===== config.mk =====
export PLATFORM = sky130hd
export DESIGN_NAME = flash_seq_ctrl
export DESIGN_NICKNAME = d
export VERILOG_FILES = /design/src/rtl/flash_seq_pkg.sv /design/src/rtl/flash_seq_decode.sv /design/src/rtl/flash_seq_timer.sv /design/src/rtl/flash_seq_regs.sv /design/src/rtl/flash_seq_ctrl.sv
export SDC_FILE = /design/constraint.sdc
export NUM_CORES = 1
export LEC_CHECK = 0
export ABC_CLOCK_PERIOD_IN_PS = 9000
export BUFFER_PORTS_ARGS = -buffer_cell sky130_fd_sc_hd__buf_2
export CAP_MARGIN = 20
export CORE_MARGIN = 4
export CORE_UTILIZATION = 28
export DETAILED_ROUTE_END_ITERATION = 8
export PLACE_DENSITY = 0.52
export RECOVER_POWER = 25
export SLEW_MARGIN = 20
export SYNTH_ARGS = -nofsm -noshare
export SYNTH_HDL_FRONTEND = slang
export SYNTH_SLANG_ARGS = --single-unit

===== constraint.sdc =====
create_clock -name clk -period 9 [get_ports clk]
set_clock_uncertainty 0.2 [all_clocks]
set_input_delay 0 -clock clk [delete_from_list [all_inputs] [get_ports clk]]
set_output_delay 0 -clock clk [all_outputs]
set_load 0.02 [all_outputs]

===== src/rtl/flash_seq_pkg.sv =====
package flash_seq_pkg;
   localparam logic [7:0] OFS_CTRL = 8'h00;
   localparam logic [7:0] OFS_TIM0 = 8'h04;
   localparam logic [7:0] OFS_TIM1 = 8'h08;
   localparam logic [7:0] OFS_TIM2 = 8'h0C;
   localparam logic [7:0] OFS_ADDR = 8'h20;
   localparam logic [7:0] OFS_STAT = 8'h2C;

   localparam int CMD_LSB = 3;
   localparam int CMD_N   = 5;
   localparam int WP_BIT  = 1;

   typedef enum logic [2:0] {
      OP_NONE, OP_WHOLE, OP_PAGE, OP_PROG, OP_REF, OP_RECALL
   } op_e;

   // command bit index (relative to CMD_LSB) to operation
   function automatic op_e idx_to_op(input int idx);
      case (idx)
         0:       return OP_WHOLE;
         1:       return OP_PAGE;
         2:       return OP_PROG;
         3:       return OP_REF;
         4:       return OP_RECALL;
         default: return OP_NONE;
      endcase
   endfunction
endpackage


===== src/rtl/flash_seq_decode.sv =====
module flash_seq_decode
   import flash_seq_pkg::*;
(
   input  logic [CMD_N-1:0] cmd,
   input  logic             wp,
   output op_e              op,
   output logic             any,
   output logic             bad
);
   logic [CMD_N-1:0][2:0] op_term;

   genvar g;
   generate
      for (g = 0; g < CMD_N; g++) begin : g_term
         assign op_term[g] = cmd[g] ? 3'(idx_to_op(g)) : 3'd0;
      end
   endgenerate

   always_comb begin
      logic [2:0] acc;
      acc = '0;
      for (int i = 0; i < CMD_N; i++) acc = acc | op_term[i];
      any = |cmd;
      bad = any && (wp || ($countones(cmd) > 1));
      op  = (any && !bad) ? op_e'(acc) : OP_NONE;
   end
endmodule


===== src/rtl/flash_seq_timer.sv =====
module flash_seq_timer #(
   parameter int CNT_W = 25
) (
   input  logic             clk,
   input  logic             rst_n,
   input  logic             load,
   input  logic [CNT_W-1:0] load_val,
   output logic             busy,
   output logic             done
);
   logic [CNT_W-1:0] cnt;

   assign done = busy && (cnt == '0);

   always_ff @(posedge clk or negedge rst_n) begin
      if (!rst_n) begin
         busy <= 1'b0;
         cnt  <= '0;
      end else if (load) begin
         busy <= 1'b1;
         cnt  <= (load_val == '0) ? '0 : load_val - 1'b1;
      end else if (busy) begin
         if (cnt == '0) busy <= 1'b0;
         else           cnt  <= cnt - 1'b1;
      end
   end
endmodule


===== src/rtl/flash_seq_regs.sv =====
module flash_seq_regs
   import flash_seq_pkg::*;
#(
   parameter int ADDR_W  = 24,
   parameter int ERASE_W = 24,
   parameter int PROG_W  = 16,
   parameter int HOLD_W  = 8,
   parameter int SETUP_W = 4,
   parameter int WS_W    = 6,
   parameter int NVH_W   = 16
) (
   input  logic               clk,
   input  logic               rst_n,
   input  logic               wr_en,
   input  logic [7:0]         wr_ofs,
   input  logic [31:0]        wdata,
   output logic               wp,
   output logic [WS_W-1:0]    ws,
   output logic [NVH_W-1:0]   nvh,
   output logic [ERASE_W-1:0] erase_cyc,
   output logic [PROG_W-1:0]  prog_cyc,
   output logic [HOLD_W-1:0]  hold_cyc,
   output logic [SETUP_W-1:0] setup_cyc,
   output logic [ADDR_W-1:0]  addr
);
   generate
      if (ERASE_W > 24 || PROG_W > 16 || HOLD_W > 8 || SETUP_W > 4)
         $error("timing field wider than its slot");
      if (WS_W > 6 || NVH_W > 16 || ADDR_W > 32)
         $error("register field wider than its slot");
   endgenerate

   always_ff @(posedge clk or negedge rst_n) begin
      if (!rst_n) begin
         wp        <= 1'b0;
         ws        <= '0;
         nvh       <= '0;
         erase_cyc <= '0;
         prog_cyc  <= '0;
         hold_cyc  <= '0;
         setup_cyc <= '0;
         addr      <= '0;
      end else if (wr_en) begin
         case (wr_ofs)
            OFS_CTRL: wp <= wdata[WP_BIT];
            OFS_TIM0: begin
               ws  <= wdata[0 +: WS_W];
               nvh <= wdata[16 +: NVH_W];
            end
            OFS_TIM1: erase_cyc <= wdata[0 +: ERASE_W];
            OFS_TIM2: begin
               prog_cyc  <= wdata[0 +: PROG_W];
               hold_cyc  <= wdata[16 +: HOLD_W];
               setup_cyc <= wdata[24 +: SETUP_W];
            end
            OFS_ADDR: addr <= wdata[0 +: ADDR_W];
            default: ;
         endcase
      end
   end
endmodule


===== src/rtl/flash_seq_ctrl.sv =====
module flash_seq_ctrl
   import flash_seq_pkg::*;
#(
   parameter int ADDR_W     = 24,
   parameter int PAGE_BYTES = 4096,
   parameter int ERASE_W    = 24,
   parameter int PROG_W     = 16,
   parameter int HOLD_W     = 8,
   parameter int SETUP_W    = 4
) (
   input  logic              clk,
   input  logic              rst_n,
   input  logic              bus_wr,
   input  logic [7:0]        bus_addr,
   input  logic [31:0]       bus_wdata,
   output logic [31:0]       bus_rdata,
   output logic              arr_erase,
   output logic              arr_prog,
   output logic              arr_recall,
   output logic              arr_whole,
   output logic              arr_refcell,
   output logic [ADDR_W-1:0] arr_addr,
   input  logic              arr_fail
);
   localparam int DUR_W    = (ERASE_W > PROG_W) ? ERASE_W : PROG_W;
   localparam int CNT_W    = DUR_W + 1;
   localparam int PAGE_LSB = $clog2(PAGE_BYTES);
   localparam int WS_W     = 6;
   localparam int NVH_W    = 16;

   generate
      if ((1 << PAGE_LSB) != PAGE_BYTES) $error("PAGE_BYTES must be a power of two");
      if (PAGE_LSB >= ADDR_W)            $error("ADDR_W too small for one page");
      if (HOLD_W > DUR_W || SETUP_W > DUR_W) $error("counter too narrow");
   endgenerate

   logic               wp;
   logic [WS_W-1:0]    ws;
   logic [NVH_W-1:0]   nvh;
   logic [ERASE_W-1:0] erase_cyc;
   logic [PROG_W-1:0]  prog_cyc;
   logic [HOLD_W-1:0]  hold_cyc;
   logic [SETUP_W-1:0] setup_cyc;
   logic [ADDR_W-1:0]  addr_reg;

   flash_seq_regs #(
      .ADDR_W(ADDR_W), .ERASE_W(ERASE_W), .PROG_W(PROG_W),
      .HOLD_W(HOLD_W), .SETUP_W(SETUP_W), .WS_W(WS_W), .NVH_W(NVH_W)
   ) i_regs (
      .clk(clk), .rst_n(rst_n), .wr_en(bus_wr), .wr_ofs(bus_addr),
      .wdata(bus_wdata), .wp(wp), .ws(ws), .nvh(nvh),
      .erase_cyc(erase_cyc), .prog_cyc(prog_cyc), .hold_cyc(hold_cyc),
      .setup_cyc(setup_cyc), .addr(addr_reg)
   );

   op_e  op_new;
   logic cmd_any, cmd_bad;

   flash_seq_decode i_dec (
      .cmd(bus_wdata[CMD_LSB +: CMD_N]), .wp(bus_wdata[WP_BIT]),
      .op(op_new), .any(cmd_any), .bad(cmd_bad)
   );

   logic             busy, done, start, reject, ctrl_wr, stat_wr;
   logic [CNT_W-1:0] dur_sel, load_val;

   assign ctrl_wr = bus_wr && (bus_addr == OFS_CTRL);
   assign stat_wr = bus_wr && (bus_addr == OFS_STAT);
   assign start   = ctrl_wr && !busy && cmd_any && !cmd_bad;
   assign reject  = ctrl_wr && !busy && cmd_bad;

   always_comb begin
      case (op_new)
         OP_WHOLE, OP_PAGE, OP_REF: dur_sel = CNT_W'(erase_cyc);
         OP_PROG:                   dur_sel = CNT_W'(prog_cyc);
         OP_RECALL:                 dur_sel = CNT_W'(setup_cyc);
         default:                   dur_sel = '0;
      endcase
      load_val = dur_sel + CNT_W'(hold_cyc);
   end

   flash_seq_timer #(.CNT_W(CNT_W)) i_timer (
      .clk(clk), .rst_n(rst_n), .load(start), .load_val(load_val),
      .busy(busy), .done(done)
   );

   op_e               op_q;
   logic [ADDR_W-1:0] addr_q;
   logic              werr_q;

   always_ff @(posedge clk or negedge rst_n) begin
      if (!rst_n) begin
         op_q   <= OP_NONE;
         addr_q <= '0;
      end else if (start) begin
         op_q <= op_new;
         case (op_new)
            OP_PAGE: addr_q <= {addr_reg[ADDR_W-1:PAGE_LSB], {PAGE_LSB{1'b0}}};
            OP_PROG: addr_q <= addr_reg;
            default: addr_q <= '0;
         endcase
      end else if (done) begin
         op_q   <= OP_NONE;
         addr_q <= '0;
      end
   end

   always_ff @(posedge clk or negedge rst_n) begin
      if (!rst_n)                          werr_q <= 1'b0;
      else if (reject || (done && arr_fail)) werr_q <= 1'b1;
      else if (stat_wr && bus_wdata[1])    werr_q <= 1'b0;
   end

   assign arr_erase   = (op_q == OP_WHOLE) || (op_q == OP_PAGE) || (op_q == OP_REF);
   assign arr_prog    = (op_q == OP_PROG);
   assign arr_recall  = (op_q == OP_RECALL);
   assign arr_whole   = (op_q == OP_WHOLE);
   assign arr_refcell = (op_q == OP_REF);
   assign arr_addr    = addr_q;

   logic [CMD_N-1:0] cmd_rb;
   genvar g;
   generate
      for (g = 0; g < CMD_N; g++) begin : g_rb
         assign cmd_rb[g] = (op_q == idx_to_op(g));
      end
   endgenerate

   always_comb begin
      bus_rdata = '0;
      case (bus_addr)
         OFS_CTRL: begin
            bus_rdata[CMD_LSB +: CMD_N] = cmd_rb;
            bus_rdata[WP_BIT]           = wp;
         end
         OFS_TIM0: begin
            bus_rdata[0 +: WS_W]   = ws;
            bus_rdata[16 +: NVH_W] = nvh;
         end
         OFS_TIM1: bus_rdata[0 +: ERASE_W] = erase_cyc;
         OFS_TIM2: begin
            bus_rdata[0 +: PROG_W]   = prog_cyc;
            bus_rdata[16 +: HOLD_W]  = hold_cyc;
            bus_rdata[24 +: SETUP_W] = setup_cyc;
         end
         OFS_ADDR: bus_rdata[0 +: ADDR_W] = addr_reg;
         OFS_STAT: bus_rdata[1:0] = {werr_q, busy};
         default: ;
      endcase
   end
endmodule


==> reports/metrics.cfg <==
[status]
status = finished, violations left
violations = max-capacitance violations, max-slew violations

[logic_synthesis]
synth_area_leader_cell = dfrtp_1
synth_top_family_by_area = compound AO/OA/AOI/OAI gates
synthSimpleGateAreaFrac_pct = 16.5
synth_top_area_share_pct = 42.4
synth_fa_ha_area_share_pct = 2.52
synthMuxAreaShare_pct = 11.7
ys_ff_latch = 153
postSynthNetCount = 916
synthXorXnorAreaFrac_pct = 5.32
synth_compound_gate_area_share_pct = 18.2
synth_edf_count = 0
syn-instance-count = 855
synth_flop_cell = dfrtp_1
avgSynthCellArea_sq_um = 10.6
async_reset_ff_share_pct = 100
synth.distinct_cells = 87
yosys-top-cells-area = dfrtp_1 42%, mux2_2 11%, a22o_1 4.2%
syn_area_sq_um = 9030
ys_seq_area_share_pct = 42.4
ys_warn_count = 0

[finish]
drive_above_1_share_pct = 28.2
diodes = 0
regMostFlops = i_timer.cnt
final_nets = 1039
largest_reg_flops = 25
syn2layout_area_growth_pct = 20.3
layout_commonest_cell = dfrtp_1
fillers = 3240
final_cell_mix = 153 x dfrtp_1, 95 x buf_2, 88 x mux2_2

[worst_setup_path]
worstPathMaxFanout = 20
end_kind = flip-flop
cp-start-kind = input port
worstPathRequired_ps = 9060
rr_worst_depth = 15
slowest_delay_ps = 920
cpMaxStageDelayCell = nor3_4
cpMostUsedCell = ha_1
critPathBufInv = 4
crit_family = simple AND/OR/NAND/NOR gates
cp_data_arrival_time_ps = 7940
path_class = input port to flip-flop
cp.depth = 25

[clock_network]
cts_setup_buffers = 0
cts_buffers = 17
insertion_delay_ps = 430
cts-root-buf = clkbuf_16
postCtsResizedCells = 0
cts_tree = built
cts.path.max_buffers = 2
cts_htree_levels = 4
cts_num_sinks = 153
cts.reportedPaths.clkPinSlew_ps = 70

[die]
start_util_pct = 28.5
ios = 105
core_sq_um = 31700
die_y_um = 188
dieArea_sq_um = 35200
num_rows = 65
die_w_um = 188

[power_and_ir_drop]
irDropWorstVdd_v = 0.000108
pwr_density_cell_nw_per_um2 = 156
p_leak_nw = 5.13

[route]
avgRoutedWirePerCell_um = 19.5
drt_iter0_markers = 594
dr.pass1.iters = 5
ant_nets = 0
routed_wl_um = 27200
drc = 0
route.vias.total = 7366
vias_per_cell = 5.29

[min_path]
hold-path-cell-count = 3
hold_path_class = input port to flip-flop

[sta]
hold_violations = 0
slew_headroom_pct = -228
finalCritPeriodShare_pct = 87.6
tns_ps = 0
setup_slack_ps = 1120
finalSetupViolations = 0
fin_crit_ps = 7880
tightest_slew_ps = 4930
slew_violations = 89
fmax_mhz = 127
rsz0062_at_grt = no

[placed_design]
dp_worst_setup_slack_ps = 1330
gp_congestion = 0.838
portBuffers = 104
place_hpwl_um = 19400

[run]
max_cap_violations = 1

[global_route]
grt-ovfl-total = 0
grt_max_degree = 89
grt_pass1_wl_um = 42900
grt_usage_pct = 15.3
grt_pass1_vias = 7489
antenna_found_initial = 0

==> worst reg2reg max path: stages, from the launching register on <==
cell and delay, ps:
dfrtp_1 410, a22oi_1 110, nand2_1 120, ha_1 170, inv_1 60, fa_1 390, nor2b_1 150, o21a_1 140
o21ai_0 130, a311oi_1 590, a21boi_0 530, nand3_1 160, nor4b_2 420, nand4_4 210, nor3_4 920, o22ai_1 150
==> final timing paths <==
check / startpoint / to / slack [ps]
setup / recovery: bus_wdata[5] / i_timer.cnt[11]$_DFFE_PN0P_ / 1120
hold / removal: bus_wdata[31] / i_regs.nvh[15]$_DFFE_PN0P_ / 120
setup reg to reg: i_regs.setup_cyc[0]$_DFFE_PN0P_ / i_timer.cnt[11]$_DFFE_PN0P_ / 3990
hold reg to reg: arr_addr[22]$_DFFE_PN0P_ / arr_addr[22]$_DFFE_PN0P_ / 300
max in group asynchronous: rst_n / i_regs.prog_cyc[7]$_DFFE_PN0P_ / 4050
min in group asynchronous: rst_n / arr_addr[9]$_DFFE_PN0P_ / 1710
==> layout make-up <==
type | instances | area [sq um] | share of cell area [%]
Multi-Input combinational cell | 628 | 4920 | 45.4
Sequential cell | 153 | 3830 | 35.3
Timing Repair Buffer | 153 | 967 | 8.91
Tap cell | 402 | 503 | 4.63
Clock buffer | 17 | 425 | 3.92
Clock inverter | 14 | 111 | 1.03
Inverter | 25 | 93.8 | 0.865
==> stage by stage <==
stage               hold WS, ps  area (sq um)  cells  power, mW  util [%]
floorplan                  -496          9030    855      0.948         -
global route                145         10900   1392       1.77      34.2
finish                      125         10900   1392       1.70      34.2
CTS                        78.8         10900   1392       1.71      34.3
detailed placement        -53.2          9970   1325       1.02      31.4
global placement          -47.4          9970   1325       1.02      31.4
==> report_power, final <==
part	leakage (nW)	internal, mW	total (mW)	switching [mW]
Combinational	2.80	0.108	0.250	0.142
Clock	0.268	0.358	0.676	0.319
Sequential	2.07	0.729	0.770	0.0410
==> cell families (layout without fill, tap and decap cells) <==
kind of cell / count (synthesis) / after routing
AO/OA/AOI/OAI: 202 / 202
XOR/XNOR: 54 / 54
adder cells (fa/ha/maj): 17 / 17
buffers and inverters: 74 / 209
flip-flops: 153 / 153
multiplexers: 92 / 92
AND/OR/NAND/NOR: 263 / 263
==> synth_stat cells, types with 3 or more instances <==
master,n
a211oi_1,4
a21boi_0,3
a21o_1,6
a21oi_1,13
a221o_1,12
a222oi_1,8
a22o_1,43
a22oi_1,13
and2_1,13
and3_1,11
and4_1,3
buf_1,6
buf_2,5
clkbuf_1,35
dfrtp_1,153
ha_1,15
inv_1,24
mux2_2,88
nand2_1,82
nand3_1,21
nand4_1,9
nand4b_1,3
nor2_1,34
nor2b_1,4
nor3_1,22
nor3b_1,7
nor4_1,13
nor4_4,3
nor4b_1,4
o2111ai_1,3
o211ai_1,5
o21a_1,6
o21ai_0,36
o22ai_1,6
o31ai_1,4
o31ai_2,13
or3_1,5
or4_1,7
xnor2_1,28
xor2_1,25
==> metal layers <==
metal	track usage [%]	part of all wire (%)	vias to the layer above
met3	2.55	3.8	34
li1	-	-	3448
met1	21.6	48	3690
met2	24.4	46	194
met4	4.29	1.9	0
met5	0	0	-
==> what timing repair did <==
action / CTS / global route
hold buffers: 36 / 0
endpoints found under the hold margin: 190 / 0
setup endpoints to repair: 0 / 0
Power figures use the tool's default switching activity.
